<file path="config.mk">
export PLATFORM = sky130hd
export DESIGN_NAME = mc_mode_resolver
export DESIGN_NICKNAME = d
export VERILOG_FILES = /design/src/rtl/mc_mode_resolver.sv
export SDC_FILE = /design/constraint.sdc
export NUM_CORES = 1
export LEC_CHECK = 0
export BUFFER_PORTS_ARGS = -buffer_cell sky130_fd_sc_hd__buf_4
export CAP_MARGIN = 0
export CORE_ASPECT_RATIO = 0.9
export CORE_MARGIN = 5
export CORE_UTILIZATION = 50
export CTS_BUF_LIST = sky130_fd_sc_hd__clkbuf_4 sky130_fd_sc_hd__clkbuf_8
export CTS_CLUSTER_DIAMETER = 60
export DETAILED_ROUTE_END_ITERATION = 10
export PLACE_DENSITY = 0.68
export SYNTH_ARGS = -nofsm -noshare
export SYNTH_HDL_FRONTEND = slang
export SYNTH_SLANG_ARGS = --single-unit
</file>
<file path="constraint.sdc">
create_clock -name clk -period 15.2 [get_ports clk]
set_input_delay 3.04 -clock clk [delete_from_list [all_inputs] [get_ports clk]]
set_output_delay 3.04 -clock clk [all_outputs]
set_load 0.1 [all_outputs]
</file>
<file path="src/rtl/mc_mode_resolver.sv">
module mc_mode_resolver #(
  parameter int ADDR_W = 20,
  parameter int SPD_W  = 4,
  parameter int CL_W   = 5,
  parameter int GEO_W  = 4,
  localparam int CAP_W = ADDR_W - 6
) (
  input  logic                clk,
  input  logic                rst_n,
  input  logic                cfg_valid,
  input  logic                gang_req,
  input  logic [3:0]          mod_present,
  input  logic [4*CAP_W-1:0]  mod_cap,
  input  logic [4*SPD_W-1:0]  mod_speed,
  input  logic [4*CL_W-1:0]   mod_cas,
  input  logic [4*GEO_W-1:0]  mod_geom,
  output logic [1:0]          mode,
  output logic                ganged,
  output logic [SPD_W-1:0]    run_speed,
  output logic [CL_W-1:0]     run_cas,
  output logic                cfg_err,
  input  logic                req_valid,
  input  logic [ADDR_W-1:0]   req_addr,
  output logic                busy,
  output logic                rsp_valid,
  output logic [3:0]          rsp_chan,
  output logic [ADDR_W-1:0]   rsp_local,
  output logic                rsp_oor
);
  localparam int WW    = CAP_W + 2;
  localparam int CNT_W = $clog2(CAP_W + 1);

  function automatic logic [1:0] slot_of(input logic [3:0] p, input logic [1:0] k);
    logic [2:0] c;
    logic [1:0] s;
    logic       f;
    c = '0; s = '0; f = 1'b0;
    for (int i = 0; i < 4; i++)
      if (p[i]) begin
        if (!f && c == {1'b0, k}) begin s = 2'(i); f = 1'b1; end
        c = c + 3'd1;
      end
    return s;
  endfunction

  // descriptor resolution
  logic [2:0]       n_c;
  logic             match;
  logic [SPD_W-1:0] min_spd, r_spd;
  logic [CL_W-1:0]  max_cl, r_cl;
  logic [GEO_W-1:0] r_geo;
  logic [CAP_W-1:0] min_cap, max_cap;

  always_comb begin
    n_c = '0; match = 1'b1; min_spd = '1; max_cl = '0;
    min_cap = '1; max_cap = '0; r_spd = '0; r_cl = '0; r_geo = '0;
    for (int i = 0; i < 4; i++)
      if (mod_present[i]) begin
        if (n_c == 3'd0) begin
          r_spd = mod_speed[i*SPD_W +: SPD_W];
          r_cl  = mod_cas[i*CL_W +: CL_W];
          r_geo = mod_geom[i*GEO_W +: GEO_W];
        end else if (mod_speed[i*SPD_W +: SPD_W] != r_spd || mod_cas[i*CL_W +: CL_W] != r_cl ||
                     mod_geom[i*GEO_W +: GEO_W] != r_geo)
          match = 1'b0;
        n_c = n_c + 3'd1;
        if (mod_speed[i*SPD_W +: SPD_W] < min_spd) min_spd = mod_speed[i*SPD_W +: SPD_W];
        if (mod_cas[i*CL_W +: CL_W] > max_cl) max_cl = mod_cas[i*CL_W +: CL_W];
        if (mod_cap[i*CAP_W +: CAP_W] < min_cap) min_cap = mod_cap[i*CAP_W +: CAP_W];
        if (mod_cap[i*CAP_W +: CAP_W] > max_cap) max_cap = mod_cap[i*CAP_W +: CAP_W];
      end
  end

  logic [3:0]       pres_q;
  logic [CAP_W-1:0] cap_q [4];
  logic [2:0]       nch_q;
  logic [CAP_W-1:0] ilv_q;
  logic [WW-1:0]    ilv_tot;
  assign ilv_tot = {2'b00, ilv_q} * WW'(nch_q);

  // address translation
  logic [CAP_W-1:0] g;
  logic [5:0]       off;
  logic [WW-1:0]    wide, r, acc, lo, t;
  logic [3:0]       d_mask;
  logic [CAP_W-1:0] d_locg;
  logic [ADDR_W-1:0] d_loc;
  logic             d_oor, d_div, found;
  assign g    = req_addr[ADDR_W-1:6];
  assign off  = req_addr[5:0];
  assign wide = {2'b00, g};

  always_comb begin
    d_mask = '0; d_locg = '0; d_loc = '0; d_oor = 1'b0; d_div = 1'b0;
    r = wide - ilv_tot; acc = '0; lo = '0; t = '0; found = 1'b0;
    if (cfg_err) d_oor = 1'b1;
    else if (ganged) begin
      if (wide >= ilv_tot) d_oor = 1'b1;
      else begin d_mask = pres_q; d_loc = req_addr >> 1; end
    end else if (wide < ilv_tot) begin
      case (nch_q)
        3'd3: d_div = 1'b1;
        3'd2: begin d_mask = 4'b1 << slot_of(pres_q, {1'b0, g[0]}); d_locg = g >> 1; end
        3'd4: begin d_mask = 4'b1 << slot_of(pres_q, g[1:0]); d_locg = g >> 2; end
        default: begin d_mask = 4'b1 << slot_of(pres_q, 2'd0); d_locg = g; end
      endcase
      d_loc = {d_locg, off};
    end else begin
      for (int i = 0; i < 4; i++)
        if (pres_q[i] && !found) begin
          lo = {2'b00, cap_q[i]} - {2'b00, ilv_q};
          if (r < acc + lo) begin
            found = 1'b1; d_mask = 4'b1 << i;
            t = {2'b00, ilv_q} + r - acc;
            d_locg = t[CAP_W-1:0];
          end
          acc = acc + lo;
        end
      if (found) d_loc = {d_locg, off};
      else d_oor = 1'b1;
    end
  end

  // bit-serial divide by three
  logic [CAP_W-1:0] quo_q;
  logic [1:0]       rem_q;
  logic [CNT_W-1:0] cnt_q;
  logic [5:0]       off_q;
  logic [2:0]       tri_t;
  logic             tri_ge;
  logic [2:0]       tri_r;
  assign tri_t  = {rem_q, quo_q[CAP_W-1]};
  assign tri_ge = tri_t >= 3'd3;
  assign tri_r  = tri_ge ? tri_t - 3'd3 : tri_t;

  always_ff @(posedge clk) begin
    if (!rst_n) begin
      pres_q <= '0; nch_q <= 3'd1; ilv_q <= '0;
      for (int i = 0; i < 4; i++) cap_q[i] <= '0;
      mode <= '0; ganged <= 1'b0; run_speed <= '0; run_cas <= '0; cfg_err <= 1'b0;
      busy <= 1'b0; rsp_valid <= 1'b0; rsp_chan <= '0; rsp_local <= '0; rsp_oor <= 1'b0;
      quo_q <= '0; rem_q <= '0; cnt_q <= '0; off_q <= '0;
    end else begin
      rsp_valid <= 1'b0;
      if (cfg_valid) begin
        pres_q <= mod_present;
        for (int i = 0; i < 4; i++) cap_q[i] <= mod_cap[i*CAP_W +: CAP_W];
        cfg_err   <= n_c == 3'd0;
        run_speed <= (n_c == 3'd0) ? '0 : min_spd;
        run_cas   <= max_cl;
        mode      <= (match && n_c != 3'd0) ? 2'(n_c - 3'd1) : 2'd0;
        nch_q     <= (match && n_c != 3'd0) ? n_c : 3'd1;
        ilv_q     <= (match && n_c != 3'd0) ? min_cap : '0;
        ganged    <= gang_req && match && n_c == 3'd2 && min_cap == max_cap;
      end
      if (busy) begin
        if (cnt_q != '0) begin
          quo_q <= {quo_q[CAP_W-2:0], tri_ge};
          rem_q <= tri_r[1:0];
          cnt_q <= cnt_q - 1'b1;
        end else begin
          busy <= 1'b0; rsp_valid <= 1'b1; rsp_oor <= 1'b0;
          rsp_chan  <= 4'b1 << slot_of(pres_q, rem_q);
          rsp_local <= {quo_q, off_q};
        end
      end else if (req_valid) begin
        if (d_div) begin
          busy <= 1'b1; quo_q <= g; rem_q <= '0; cnt_q <= CNT_W'(CAP_W); off_q <= off;
        end else begin
          rsp_valid <= 1'b1; rsp_chan <= d_mask; rsp_local <= d_loc; rsp_oor <= d_oor;
        end
      end
    end
  end


  onehot_chan_chk: assert property (@(posedge clk) disable iff (!rst_n)
    rsp_valid && !rsp_oor && !ganged |-> $countones(rsp_chan) == 1);

  present_only_chk: assert property (@(posedge clk) disable iff (!rst_n)
    rsp_valid |-> (rsp_chan & ~pres_q) == 4'b0);

  oor_quiet_chk: assert property (@(posedge clk) disable iff (!rst_n)
    rsp_valid && rsp_oor |-> rsp_chan == 4'b0);

  div_done_chk: assert property (@(posedge clk) disable iff (!rst_n)
    $fell(busy) |-> rsp_valid);

  cfg_hold_chk: assert property (@(posedge clk) disable iff (!rst_n)
    !$past(cfg_valid) |-> $stable(mode) && $stable(run_speed) && $stable(run_cas) && $stable(ganged));

  err_oor_chk: assert property (@(posedge clk) disable iff (!rst_n)
    rsp_valid && cfg_err |-> rsp_oor);
endmodule

</file>
==> impl_results.md <==
* Outcome: complete, no violations
* Clock transition at path regs at approximately 0.10 ns
* Number of synthesized register bits at 143
* Synth Flop Type: dfxtp_1
* CTS Buf Count at 17
* Cell Rows at 73
* Slew Limit Fails at 0
* Combinational share of power at 0.712
* Fin. Hold Viols at 0
* Worst Clk Skew at around 0.03 ns
* Max clock buf depth at 2
* YS warnings at 0
* Gr ovfl total at 0
* Most used cell, CP: a21oi_1
* Root Buffer Master: clkbuf_8
* Count of cell types in the netlist at 90
* PostCTS Resize Cnt at 0
* Post-DP HPWL at 67700 um
* WS Path Type: in -> reg
* Syn Inst Count at 2882
* Vias in the first global route at 21200
* First DRT Iteration DRCs at between 2000 and 2500
* Syn_nets at 3397
* I/O pin cnt at 177
* Crit-path max FO at 9
* Synth-to-layout area growth at 10.6%
* Final Setup Violations at 0
* Clock Power Share at 0.121
* Port buffer count at 176
* CP endpoint kind: register
* Minimum clock period at roughly 14 ns
* # DRC at 0
* RD Place Congestion at 0.984
* Die area at 48400 um^2
* CP max stage delay at about 0.70 ns
* Post-synth top area cell: ha_1
* CP Launch Type: primary input
* Area share of the largest cell type after synthesis at 0.202
* Synthesized area at 22000 um^2
* Worst VDD drop at 0.0522 mV
* GR Util All Layers at 0.322
* First-pass GRT wire length at 123000 um
* Latest clock arrival within the worst-skew pair at 0.50 ns
* Vias/cell at 6.27
* Die span in x at 231 um
* Worst-Margin Slew at between 1 and 1.5 ns
* 1st-pass router iterations at 6
* Sink Count at 143
* Sw Ratio at 0.511
* Routed len/inst at roughly 23 um
* Nets at between 3000 and 4000
* Hold depth at 2
* Final period utilization at 0.913
* R2R cell count at 58
* Final instance area at 24400 um^2
* Relative slew slack at 0.178
* P_sw at 1.39 mW
* Top cells by area, synth: ha_1 (20%), dfxtp_1 (7.9%), edfxtp_1 (7.6%)
* Total core area at 43800 um^2
* Routed WL at 80900 um
* Layout Cells excl Fill at roughly 3600
* Share of cells above drive strength 1 at 0.103
* P_leak at 11.4 nW
* RSZ-0062 raised after global routing: no
* Setup bufs post-CTS at 0
* CP max-delay cell: xor2_1
* Die height at between 200 and 250 um
* Via count of the routed design at 22489
* Maximum number of pins on one net before global-route repair at 75
* ANT nets after route at 0
* Register share of total power at 0.168
* CTS tree: done
* Max cap viols at 0
* Area after DPL at 24000 um^2
* Post-cts hold buffer count at 0
* Syn Area/Cell at 7.64 um^2
* Hold crit path type: reg -> reg
* Sequential area share after synthesis at 0.155
* FFs w/ async S/R, synth at 0
* Max H-tree Level at 4
* P_int at 1.33 mW
* Initial core utilization at 0.503
* Initial antenna violation count at 0
* Pwr/cell area at roughly 110 nW/um^2
* Setup TNS at 0 ns
* Peak Freq at 72.0 MHz
* CP Data Required Time at 15.58 ns
* CP arrival at 14.26 ns
* Post-synth EDFFs at 56
* Placed insts at between 3000 and 4000
* R2r setup slk at 1.39 ns
[power groups by stage]
stage / combinational (mW) / sequential [mW] / clock, mW
2_1_floorplan: 1.26 / 0.545 / 0
3_3_place_gp: 1.87 / 0.463 / 0
3_5_place_dp: 1.89 / 0.464 / 0
4_1_cts: 1.90 / 0.455 / 0.335
5_1_grt: 2.11 / 0.458 / 0.352
6_report: 1.94 / 0.456 / 0.329
[state kept, by name, indices dropped and copies added, names as in the netlist, 2 cells and up]
signal and flops:
run_cas 5, ilv_q 14, rsp_chan 4, cap_q 56, run_speed 4, cnt_q 4
mode 2, off_q 6, quo_q 14, rsp_local 20, pres_q 4, nch_q 3
rem_q 2
[worst max-delay path, delay by kind of cell]
kind	cells	cell delay (ns)
compound gates	22	4.52
simple gates	10	3.24
fa+ha+maj	7	1.92
xor+xnor	4	1.09
buf+inv	5	0.44
[per-stage QoR]
stage | power, mW | worst slack [ns] | utilization | hold WS, ns
final | 2.72 | 1.32 | 0.556 | 0.463
after global routing | 2.92 | 0.434 | 0.556 | 0.482
after CTS | 2.69 | 1.63 | 0.556 | 0.459
after detailed placement | 2.35 | 1.11 | 0.546 | 0.447
after global placement | 2.34 | 1.44 | 0.546 | 0.444
after floorplan | 1.81 | 2.41 | - | 0.432
[layout make-up]
type | instances | area [um^2]
fill | 4210 | 19500
multi-input combinational | 2362 | 17200
sequential | 143 | 3420
timing repair buffer | 207 | 1550
inverter | 277 | 1040
tap | 562 | 703
clock buffer | 20 | 256
clock inverter | 12 | 160
antenna | 2 | 5.00
[kinds of logic after synthesis]
kind of cell	Yosys count	synth area share
AOI/OAI and AO/OA	878	0.262
DFF	143	0.155
muxes	82	0.0396
buffers and inverters	377	0.0648
xor gates and xnor gates	193	0.0780
and+or+nand+nor	828	0.176
adders and majority gates	381	0.224
[final timing paths]
check,from,to
setup / recovery,req_addr[6],rsp_local[19]
hold / removal,off_q[1],off_q[1]
setup reg to reg,nch_q[0],rsp_local[19]
hold reg to reg,off_q[1],off_q[1]
[layout by cell type, fill, tap and decap left out, types with 44 or more instances in the layout]
cell type / n
a21oi_1: 207
xor2_1: 58
nor2_1: 217
a21o_1: 84
mux2i_1: 45
nand3_1: 48
dfxtp_1: 87
ha_1: 355
o21ai_0: 200
and3_1: 44
inv_1: 271
edfxtp_1: 56
nand2_1: 279
a31oi_1: 45
xnor2_1: 133
buf_4: 207
[synth_stat cells (44+ instances only)]
| cell | n |
|---|---|
| xor2_1 | 58 |
| edfxtp_1 | 56 |
| and3_1 | 44 |
| a21oi_1 | 208 |
| nor2_1 | 217 |
| a31oi_1 | 46 |
| mux2i_1 | 45 |
| dfxtp_1 | 87 |
| a21o_1 | 84 |
| inv_1 | 271 |
| xnor2_1 | 133 |
| ha_1 | 355 |
| nand3_1 | 48 |
| o21ai_0 | 200 |
| nand2_1 | 279 |
| clkbuf_1 | 92 |
[per-layer routing]
metal / vias to the layer above / global-route usage / routed length, um
li1: 10712 / - / -
met1: 10738 / 0.457 / 36600
met2: 913 / 0.515 / 36100
met3: 126 / 0.0412 / 5680
met4: 0 / 0.0930 / 2430
met5: - / 0 / 0
Power figures use the tool's default switching activity.
